### config.mk
export PLATFORM = sky130hd
export DESIGN_NAME = irq_status_unit
export DESIGN_NICKNAME = d
export VERILOG_FILES = /design/src/rtl/irq_status_pkg.sv /design/src/rtl/irq_reg_decode.sv /design/src/rtl/irq_status_core.sv /design/src/rtl/irq_status_unit.sv
export SDC_FILE = /design/constraint.sdc
export NUM_CORES = 1
export LEC_CHECK = 0
export ABC_CLOCK_PERIOD_IN_PS = 4560
export BUFFER_PORTS_ARGS = -buffer_cell sky130_fd_sc_hd__buf_4
export CORE_MARGIN = 2
export CORE_UTILIZATION = 53
export DETAILED_ROUTE_END_ITERATION = 12
export GPL_ROUTABILITY_DRIVEN = 0
export PLACE_DENSITY = 0.95
export SKIP_LAST_GASP = 1
export SLEW_MARGIN = 40
export SYNTH_ARGS = -nofsm -noshare
export SYNTH_HDL_FRONTEND = slang
export SYNTH_HIERARCHICAL = 1
export SYNTH_SLANG_ARGS = --single-unit
### constraint.sdc
create_clock -name clk -period 4.56 [get_ports clk]
set_clock_uncertainty 0.1 [all_clocks]
set_input_delay 0.456 -clock clk [delete_from_list [all_inputs] [get_ports clk]]
set_output_delay 0.456 -clock clk [all_outputs]
set_load 0.02 [all_outputs]
### src/rtl/irq_status_pkg.sv
package irq_status_pkg;

  localparam int SRC_N = 12;

  localparam int BIT_RX_FULL  = 2;
  localparam int BIT_TX_EMPTY = 4;
  localparam int BIT_ABORT    = 6;

  localparam logic [SRC_N-1:0] LEVEL_MASK = (SRC_N'(1) << BIT_RX_FULL) | (SRC_N'(1) << BIT_TX_EMPTY);
  localparam logic [SRC_N-1:0] STICKY_MASK = ~LEVEL_MASK;

  localparam int OFF_MASKED    = 'h2C;
  localparam int OFF_MASK      = 'h30;
  localparam int OFF_RAW       = 'h34;
  localparam int OFF_RX_TH     = 'h38;
  localparam int OFF_TX_TH     = 'h3C;
  localparam int OFF_CLR_ALL   = 'h40;
  localparam int OFF_CLR_FIRST = 'h44;
  localparam int OFF_ABORT     = 'h80;

  // Position of a sticky source among the per-source clear addresses.
  function automatic int clrSlot(int k);
    int s;
    s = 0;
    for (int i = 0; i < k; i++) begin
      if (STICKY_MASK[i]) s++;
    end
    return s;
  endfunction

  typedef enum logic [2:0] {
    RD_NONE,
    RD_MASKED,
    RD_MASK,
    RD_RAW,
    RD_RXTH,
    RD_TXTH,
    RD_CLR,
    RD_ABORT
  } rdSel_e;

  typedef struct packed {
    logic [SRC_N-1:0] clrVec;
    logic             wrMask;
    logic             wrRxTh;
    logic             wrTxTh;
    rdSel_e           rdSel;
  } strobe_t;

endpackage

### src/rtl/irq_reg_decode.sv
module irq_reg_decode
  import irq_status_pkg::*;
#(
  parameter int ADDR_W = 8
) (
  input  logic [ADDR_W-1:0] regAddr,
  input  logic              regRd,
  input  logic              regWr,
  output strobe_t           strb
);

  logic [SRC_N-1:0] clrHit;
  logic             clrAllHit;

  for (genvar k = 0; k < SRC_N; k++) begin : g_clr
    if (STICKY_MASK[k]) begin : g_sticky
      assign clrHit[k] = regRd && (regAddr == ADDR_W'(OFF_CLR_FIRST + 4 * clrSlot(k)));
    end else begin : g_level
      assign clrHit[k] = 1'b0;
    end
  end

  assign clrAllHit = regRd && (regAddr == ADDR_W'(OFF_CLR_ALL));

  always_comb begin
    strb        = '0;
    strb.rdSel  = RD_NONE;
    strb.clrVec = clrAllHit ? STICKY_MASK : clrHit;
    strb.wrMask = regWr && (regAddr == ADDR_W'(OFF_MASK));
    strb.wrRxTh = regWr && (regAddr == ADDR_W'(OFF_RX_TH));
    strb.wrTxTh = regWr && (regAddr == ADDR_W'(OFF_TX_TH));
    if (regRd) begin
      if (clrAllHit || (clrHit != '0))                   strb.rdSel = RD_CLR;
      else if (regAddr == ADDR_W'(OFF_MASKED))            strb.rdSel = RD_MASKED;
      else if (regAddr == ADDR_W'(OFF_MASK))              strb.rdSel = RD_MASK;
      else if (regAddr == ADDR_W'(OFF_RAW))               strb.rdSel = RD_RAW;
      else if (regAddr == ADDR_W'(OFF_RX_TH))             strb.rdSel = RD_RXTH;
      else if (regAddr == ADDR_W'(OFF_TX_TH))             strb.rdSel = RD_TXTH;
      else if (regAddr == ADDR_W'(OFF_ABORT))             strb.rdSel = RD_ABORT;
    end
  end

endmodule

### src/rtl/irq_status_core.sv
module irq_status_core
  import irq_status_pkg::*;
#(
  parameter int DATA_W  = 32,
  parameter int LVL_W   = 4,
  parameter int ABORT_W = 16
) (
  input  logic               clk,
  input  logic               rstN,
  input  strobe_t            strb,
  input  logic [DATA_W-1:0]  regWdata,
  input  logic [SRC_N-1:0]   srcEvent,
  input  logic [ABORT_W-1:0] abortIn,
  input  logic [LVL_W-1:0]   rxLevel,
  input  logic [LVL_W-1:0]   txLevel,
  output logic [DATA_W-1:0]  rdData,
  output logic               irq
);

  logic [SRC_N-1:0]   stickySts;
  logic [SRC_N-1:0]   rawSts;
  logic [SRC_N-1:0]   maskReg;
  logic [SRC_N-1:0]   maskedSts;
  logic [LVL_W-1:0]   rxTh;
  logic [LVL_W-1:0]   txTh;
  logic [ABORT_W-1:0] abortReg;
  logic               abortEv;
  logic               abortClr;
  logic               unusedWdata;

  assign unusedWdata = ^regWdata[DATA_W-1:SRC_N];

  // Sticky sources: a new event outranks a clear in the same cycle.
  always_ff @(posedge clk) begin
    if (!rstN) stickySts <= '0;
    else       stickySts <= ((stickySts & ~strb.clrVec) | srcEvent) & STICKY_MASK;
  end

  always_ff @(posedge clk) begin
    if (!rstN) begin
      maskReg <= '0;
      rxTh    <= '0;
      txTh    <= '0;
    end else begin
      if (strb.wrMask) maskReg <= regWdata[SRC_N-1:0];
      if (strb.wrRxTh) rxTh    <= regWdata[LVL_W-1:0];
      if (strb.wrTxTh) txTh    <= regWdata[LVL_W-1:0];
    end
  end

  assign abortEv  = srcEvent[BIT_ABORT];
  assign abortClr = strb.clrVec[BIT_ABORT];

  always_ff @(posedge clk) begin
    if (!rstN)                    abortReg <= '0;
    else if (abortClr && abortEv) abortReg <= abortIn;
    else if (abortClr)            abortReg <= '0;
    else if (abortEv)             abortReg <= abortReg | abortIn;
  end

  always_comb begin
    rawSts               = stickySts;
    rawSts[BIT_RX_FULL]  = rxLevel > rxTh;
    rawSts[BIT_TX_EMPTY] = txLevel <= txTh;
  end

  assign maskedSts = rawSts & maskReg;
  assign irq       = |maskedSts;

  always_comb begin
    rdData = '0;
    case (strb.rdSel)
      RD_MASKED: rdData[SRC_N-1:0]   = maskedSts;
      RD_MASK:   rdData[SRC_N-1:0]   = maskReg;
      RD_RAW:    rdData[SRC_N-1:0]   = rawSts;
      RD_RXTH:   rdData[LVL_W-1:0]   = rxTh;
      RD_TXTH:   rdData[LVL_W-1:0]   = txTh;
      RD_CLR:    rdData[0]           = |(stickySts & strb.clrVec);
      RD_ABORT:  rdData[ABORT_W-1:0] = abortReg;
      default:   rdData              = '0;
    endcase
  end

endmodule

### src/rtl/irq_status_unit.sv
module irq_status_unit
  import irq_status_pkg::*;
#(
  parameter int ADDR_W  = 8,
  parameter int DATA_W  = 32,
  parameter int LVL_W   = 4,
  parameter int ABORT_W = 16
) (
  input  logic               clk,
  input  logic               rstN,
  input  logic [ADDR_W-1:0]  regAddr,
  input  logic               regRd,
  input  logic               regWr,
  input  logic [DATA_W-1:0]  regWdata,
  output logic [DATA_W-1:0]  regRdata,
  input  logic [SRC_N-1:0]   srcEvent,
  input  logic [ABORT_W-1:0] abortCause,
  input  logic [LVL_W-1:0]   rxLevel,
  input  logic [LVL_W-1:0]   txLevel,
  output logic               irqOut
);

  strobe_t strb;

  irq_reg_decode #(.ADDR_W(ADDR_W)) u_decode (
    .regAddr (regAddr),
    .regRd   (regRd),
    .regWr   (regWr),
    .strb    (strb)
  );

  irq_status_core #(
    .DATA_W  (DATA_W),
    .LVL_W   (LVL_W),
    .ABORT_W (ABORT_W)
  ) u_core (
    .clk      (clk),
    .rstN     (rstN),
    .strb     (strb),
    .regWdata (regWdata),
    .srcEvent (srcEvent),
    .abortIn  (abortCause),
    .rxLevel  (rxLevel),
    .txLevel  (txLevel),
    .rdData   (regRdata),
    .irq      (irqOut)
  );

endmodule

# Word-level counts from Yosys, hierarchy flattened
# Index checks and enable logic that the tools add are counted.
[totals] regBits=48 wordCells=74
[op_classes] n_lt_le_gt_ge=2 eq_ne=24 mux=16 bitwise=6 n_reduce_logical=20
[op_table] operator="8-bit by 7-bit == test with 1-bit output (second input constant)" n=11
[op_table] operator="16-bit 2-to-1 mux" n=3
[op_table] operator="8-bit by 6-bit == test with 1-bit output (second input constant)" n=5
[op_table] operator="12-bit AND" n=3
[op_table] operator="8-bit one-hot mux with 4 select lines" n=1
[op_table] operator="3-bit 2-to-1 mux" n=8
[op_table] operator="12-bit OR reduction" n=2
[op_table] operator="3-bit one-hot mux with 6 select lines" n=1
[op_table] operator="16-bit OR" n=1
[op_table] operator="1-bit logical AND" n=15
[op_table] operator="3-bit == test (second input constant)" n=4
[op_table] operator="12-bit 2-to-1 mux" n=1
[op_table] operator="12-bit inverter" n=1
[op_table] operator="12-bit OR" n=1
[op_table] operator="12-bit nonzero test" n=1
[op_table] operator="8-bit == test (second input constant)" n=1
[op_table] operator="1-bit one-hot mux with 7 select lines" n=1
[op_table] operator="3-bit by 2-bit == test with 1-bit output (second input constant)" n=2
[op_table] operator="4-bit greater-than comparator" n=1
[op_table] operator="4-bit less-or-equal comparator" n=1
[op_table] operator="4-bit 2-to-1 mux" n=1
[op_table] operator="3-bit by 1-bit == test with 1-bit output (second input constant)" n=1
[op_table] operator="3-bit nonzero test" n=1
[op_table] operator="1-bit logical OR" n=1

# Logic depth before layout (Yosys ltp)
# Gate-level depths: netlist of run 1.
[depth] depth_word=11 ltp_mapped=9 depth_no_buf=7

# Modules after synthesis
# Netlist of run 1, hierarchy kept.
[by_module_without_submodules] module="irq_status_core" n_inst=1 cells_per_inst=296 area_each_um2=2650.0
[by_module_without_submodules] module="irq_reg_decode" n_inst=1 cells_per_inst=50 area_each_um2=321.6

# Worst setup path before layout of run 1
# No wires, ideal clock.
[synth_path] path_kind="input-to-output" startpoint="in regAddr[5]" endpoint="out regRdata[2]" t_arrival_ps=2273 required_time_ps=4004 slack_ps=1731 path_stages=8 path_cell_list="buf_6 > inv_2 > or4_1 > a21oi_1 > and2_4 > buf_8 > a41oi_2 > a22oi_1"
[synth_lines] item="start: declaration" line="irq_status_unit.sv:11" text="input logic [ADDR_W-1:0] regAddr,"
[synth_lines] item="end: declaration" line="irq_status_unit.sv:15" text="output logic [DATA_W-1:0] regRdata,"

==> flow_summary.json, run 1 <==
{
  "die_area_sq_um": 6180,
  "dr.pass1.iters": 5,
  "outcome": "finished clean",
  "setup_tns_ns": 0,
  "fmax_mhz": 291,
  "ios": 113,
  "reg2reg_from": "u_core/stickySts[1]",
  "grt_pass1_vias": 2738,
  "fp.dieW_um": 78.6,
  "worst_pin_slew_ns": 0.724,
  "post_cts_buffers": 0,
  "ant_nets": 0,
  "power.leakage_nw": 1.42,
  "drive_gt1_share_pct": 26.4,
  "fillers": 421,
  "rows": 27,
  "synthToLayoutAreaGrowth_pct": 20.7,
  "die_h_um": 78.6,
  "min_to": "u_core/stickySts[0]",
  "post_drt_via_cell_ratio": 5.83,
  "critical_path_arrival_ns": 2.88,
  "initial_core_util_pct": 54.3,
  "drv_slew": 0,
  "hold_class": "input port to register",
  "rsz0062_at_grt": "false",
  "hpwlAfterDp_mm": 5.58,
  "cts_buffer_depth": 2,
  "clk_pin_slew_worst_paths_ns": 0.08,
  "gr-total-overflow": 0,
  "io_buffers": 74,
  "cts.hold.buffers_added": 0,
  "h-tree-depth": 2,
  "vias": 2780,
  "required_ns": 4.00,
  "synthCells": 343,
  "crit_type": "input port to output port",
  "critPathMaxFanout": 16,
  "antenna_cells": 0,
  "drcViolationCount": 0,
  "slew_headroom_pct": 51.3,
  "clock_latency_ns": 0.30,
  "r2r_slack_ns": 3.65,
  "rr_endpoint": "u_core/stickySts[1]",
  "power_mw": 0.863,
  "setup_viol": 0,
  "grt_first_pass_wirelength_mm": 12.6,
  "hold_start": "srcEvent[0]",
  "maxCapViolCount": 0,
  "ys_warn_count": 6,
  "antenna_found_initial": 0,
  "synth_area_sq_um": 2950,
  "hold_violations": 0,
  "syn_area_per_cell_sq_um": 8.61,
  "root_buffer": "clkbuf_8",
  "track_usage_pct": 25.4,
  "endpoint_kind": "output port",
  "fp.coreArea_sq_um": 5440,
  "cts-buffers-inserted": 5,
  "fin_crit_sh_pct": 75.4,
  "min_period_ns": 3.44,
  "peakVddDrop_mv": 0.191,
  "start_kind": "input port",
  "cts_sinks": 46,
  "cts_tree": "built",
  "fin_nets": 492,
  "powerDensity_nw_per_um2": 242,
  "drt_iter0_drc": 290,
  "holdWs_ns": 0.259,
  "totalWireLength_mm": 7.65,
  "hold_depth": 2,
  "grt_start_max_net_pins": 47,
  "cts_resized": 0,
  "wl_per_cell_um": 16.0,
  "rr_worst_depth": 2
}
## worst max-delay path, stage by stage
cell	delay [ns]
buf_4	0.20
inv_2	0.06
or4_1	0.50
a21oi_2	0.58
nand2b_1	0.44
nand2_1	0.12
a22oi_1	0.24
o21ai_1	0.11
buf_4	0.18
## final cells by class
| cell class | count | area, sq um | area share [%] |
|---|---|---|---|
| multi-input cells | 259 | 1800 | 50.6 |
| flip-flops and latches | 46 | 921 | 25.8 |
| repair buffers | 78 | 586 | 16.4 |
| well taps | 72 | 90.1 | 2.53 |
| clock buffers | 6 | 72.6 | 2.04 |
| inverters | 14 | 52.6 | 1.47 |
| clock inverters | 2 | 37.5 | 1.05 |
## stage by stage
step | setup WS (ns) | area, sq um | std cells | utilization [%]
floorplan | 1.73 | 3010 | 358 | -
global placement | 1.22 | 3440 | 469 | 63.2
detailed placement | 1.15 | 3450 | 469 | 63.4
CTS | 1.13 | 3560 | 477 | 65.4
global route | 0.967 | 3560 | 477 | 65.5
finish | 1.12 | 3560 | 477 | 65.5
## worst max path at each step
stage	start	to	slack, ns
after CTS	regAddr[2]	regRdata[9]	1.13
after floorplan	regAddr[5]	regRdata[2]	1.73
after global routing	regAddr[2]	regRdata[9]	0.97
final	regAddr[2]	regRdata[9]	1.12
after detailed placement	regAddr[2]	regRdata[9]	1.15
after global placement	regAddr[2]	regRdata[9]	1.22
## registers in the layout (all words and copies together), names as in the netlist
signal,cells
u_core/abortReg,16
u_core/maskReg,12
u_core/txTh,4
u_core/stickySts,10
u_core/rxTh,4
## report_power, final
| part | leakage [nW] | total [mW] | switching [mW] | internal, mW |
|---|---|---|---|---|
| Clock | 0.0514 | 0.302 | 0.139 | 0.164 |
| Sequential | 0.378 | 0.433 | 0.0151 | 0.418 |
| Combinational | 0.987 | 0.128 | 0.0638 | 0.0638 |
| Total | 1.42 | 0.863 | 0.218 | 0.645 |
## routing by layer
layer  global-route usage (%)  part of all wire, %
met5                        0                    0
met4                     10.9                  3.8
met3                     5.52                  7.5
met2                     44.6                   49
met1                     29.7                   39
## cell usage in the layout, fill, tap and decap left out, drive strengths merged, types with 9 or more instances in the layout
cell,count
conb,16
buf,78
mux2i,24
nand2,29
nor2b,47
a22oi,29
o21a,9
inv,14
dfxtp,46
o21ai,14
(Power assumes the default switching activity.)
==> inputs of run 2 (changes only) <==
--- a/config.mk
+++ b/config.mk
@@ -5,13 +5,13 @@
 export SDC_FILE = /design/constraint.sdc
 export NUM_CORES = 1
 export LEC_CHECK = 0
-export ABC_CLOCK_PERIOD_IN_PS = 4560
+export ABC_CLOCK_PERIOD_IN_PS = 3600
 export BUFFER_PORTS_ARGS = -buffer_cell sky130_fd_sc_hd__buf_4
 export CORE_MARGIN = 2
-export CORE_UTILIZATION = 53
+export CORE_UTILIZATION = 50
 export DETAILED_ROUTE_END_ITERATION = 12
 export GPL_ROUTABILITY_DRIVEN = 0
-export PLACE_DENSITY = 0.95
+export PLACE_DENSITY = 0.93
 export SKIP_LAST_GASP = 1
 export SLEW_MARGIN = 40
 export SYNTH_ARGS = -nofsm -noshare
==> constraint.sdc (replaced) <==
create_clock -name clk -period 3.6 [get_ports clk]
set_clock_uncertainty 0.1 [all_clocks]
set_input_delay 0.36 -clock clk [delete_from_list [all_inputs] [get_ports clk]]
set_output_delay 0.36 -clock clk [all_outputs]
set_load 0.02 [all_outputs]
==> run 2 against run 1 <==
Against the previous run:
- sequential share of layout area is 0.10 points higher
- clock power is 6% higher
- setup slack worse by 0.65 ns
- largest power group unchanged
==> flow_summary.json, run 2 (synthesis results as in run 1) <==
{
  "powerDensity_nw_per_um2": 289,
  "grt_start_max_net_pins": 47,
  "required_ns": 3.14,
  "top_layer": "met4",
  "routed-wl-met2_mm": 3.65,
  "initial_core_util_pct": 52.7,
  "setup_tns_ns": 0,
  "wl_met1_mm": 2.96,
  "vias": 2780,
  "totalWireLength_mm": 7.42,
  "hold_class": "input port to register",
  "comb_power_share_pct": 15.5,
  "rows": 27,
  "drv_slew": 0,
  "rsz0062_at_grt": "false",
  "slew_headroom_pct": 63.0,
  "cts.hold.buffers_added": 0,
  "post-route-util_pct": 63.3,
  "fin_nets": 495,
  "r2r_slack_ns": 2.66,
  "outcome": "finished clean",
  "hpwlAfterDp_mm": 5.60,
  "cts_sinks": 46,
  "route.met3.wl_um": 630,
  "cts_buffer_depth": 2,
  "clk_pin_slew_worst_paths_ns": 0.08,
  "fmax_mhz": 320,
  "critPathMaxFanout": 11,
  "peakVddDrop_mv": 0.217,
  "grt_first_pass_wirelength_mm": 11.9,
  "power.leakage_nw": 1.42,
  "crit_type": "input port to output port",
  "cp_cell_sequence": "buf_4 -> inv_2 -> or4_1 -> a21oi_2 -> nand2b_1 -> nand2_1 -> a22oi_1 -> o21ai_1 -> buf_4",
  "post_cts_buffers": 0,
  "drive_gt1_share_pct": 26.5,
  "cts-buffers-inserted": 5,
  "dr.pass1.iters": 5,
  "maxCapViolCount": 0,
  "start_kind": "input port",
  "cts_tree": "built",
  "ant_nets": 0,
  "antenna_found_initial": 0,
  "wl_per_cell_um": 15.5,
  "power_mw": 1.03,
  "critical_path_arrival_ns": 2.66,
  "synthToLayoutAreaGrowth_pct": 20.2,
  "pwr-share-seq_pct": 53.4,
  "p_sw_share_pct": 27.4,
  "max_stage_delay_ns": 0.54,
  "min_period_ns": 3.12,
  "h-tree-depth": 2,
  "die_area_sq_um": 6540,
  "clock_latency_ns": 0.31,
  "final_common_cell": "buf_4",
  "cts_resized": 0,
  "fp.dieW_um": 80.9,
  "die_h_um": 80.9,
  "track_usage_pct": 23.3,
  "holdWs_ns": 0.161,
  "fin_crit_sh_pct": 86.8,
  "design_area_sq_um": 3550,
  "p_clk_share_pct": 31.1,
  "root_buffer": "clkbuf_8",
  "slowest_stage": "or4_1",
  "post_drt_via_cell_ratio": 5.79,
  "reg_top3": "u_core/abortReg: 16 flops, u_core/maskReg: 12 flops, u_core/stickySts: 10 flops",
  "crit_top_cell": "buf_4",
  "ios": 113,
  "largest_reg_flops": 16,
  "placed_cell_area_sq_um": 3460,
  "drcViolationCount": 0,
  "layout_common_cells": "81 x buf_4, 47 x nor2b_1, 46 x dfxtp_1",
  "hold_violations": 0,
  "endpoint_kind": "output port",
  "grt_pass1_vias": 2612,
  "setup_viol": 0,
  "antenna_cells": 0,
  "p_sw_mw": 0.281,
  "worst_pin_slew_ns": 0.556,
  "gr-total-overflow": 0,
  "regMostFlops": "u_core/abortReg",
  "fp.coreArea_sq_um": 5610,
  "p_int_mw": 0.746,
  "io_buffers": 74,
  "drt_iter0_drc": 245
}
run 2: area by class of cell:
class | count | area [sq um]
clock buffer | 5 | 68.8
clock inverter | 3 | 21.3
multi-input combinational | 259 | 1790
fill | 462 | 2060
inverter | 14 | 52.6
sequential | 46 | 921
timing repair buffer | 81 | 608
tap | 72 | 90.1
run 2: critical path: cells and delay by family:
kind	cells	cell delay, ns
buffers and inverters	3	0.38
AOI/OAI and AO/OA	3	0.80
and+or+nand+nor	3	1.11
run 2: path summary, 6_finish.rpt:
path | startpoint | end | cells past startpoint
worst min register to register | u_core/txTh[3] | u_core/txTh[3] | 2
worst max-delay path | regAddr[5] | regRdata[11] | 9
worst min-delay path | srcEvent[9] | u_core/stickySts[9] | 2
worst max register to register | u_core/stickySts[0] | u_core/stickySts[0] | 2
run 2: stage by stage:
step	std cells	setup slack, ns
final	480	0.476
after global routing	480	0.292
after CTS	480	0.542
after detailed placement	472	0.536
after global placement	472	0.582
after floorplan	358	0.963
run 2: routing by layer:
layer  vias to the layer above  GRT usage (%)
met2                       146           40.7
met1                      1294           27.7
met3                        24           6.11
met4                         0           7.63
met5                         -              0
li1                       1316              -
run 2: power by group through the flow:
stage / clock (mW) / sequential, mW / combinational [mW]
floorplan: 0 / 0.553 / 0.107
global placement: 0 / 0.558 / 0.151
detailed placement: 0 / 0.560 / 0.158
CTS: 0.325 / 0.548 / 0.158
global route: 0.340 / 0.550 / 0.175
finish: 0.320 / 0.549 / 0.159
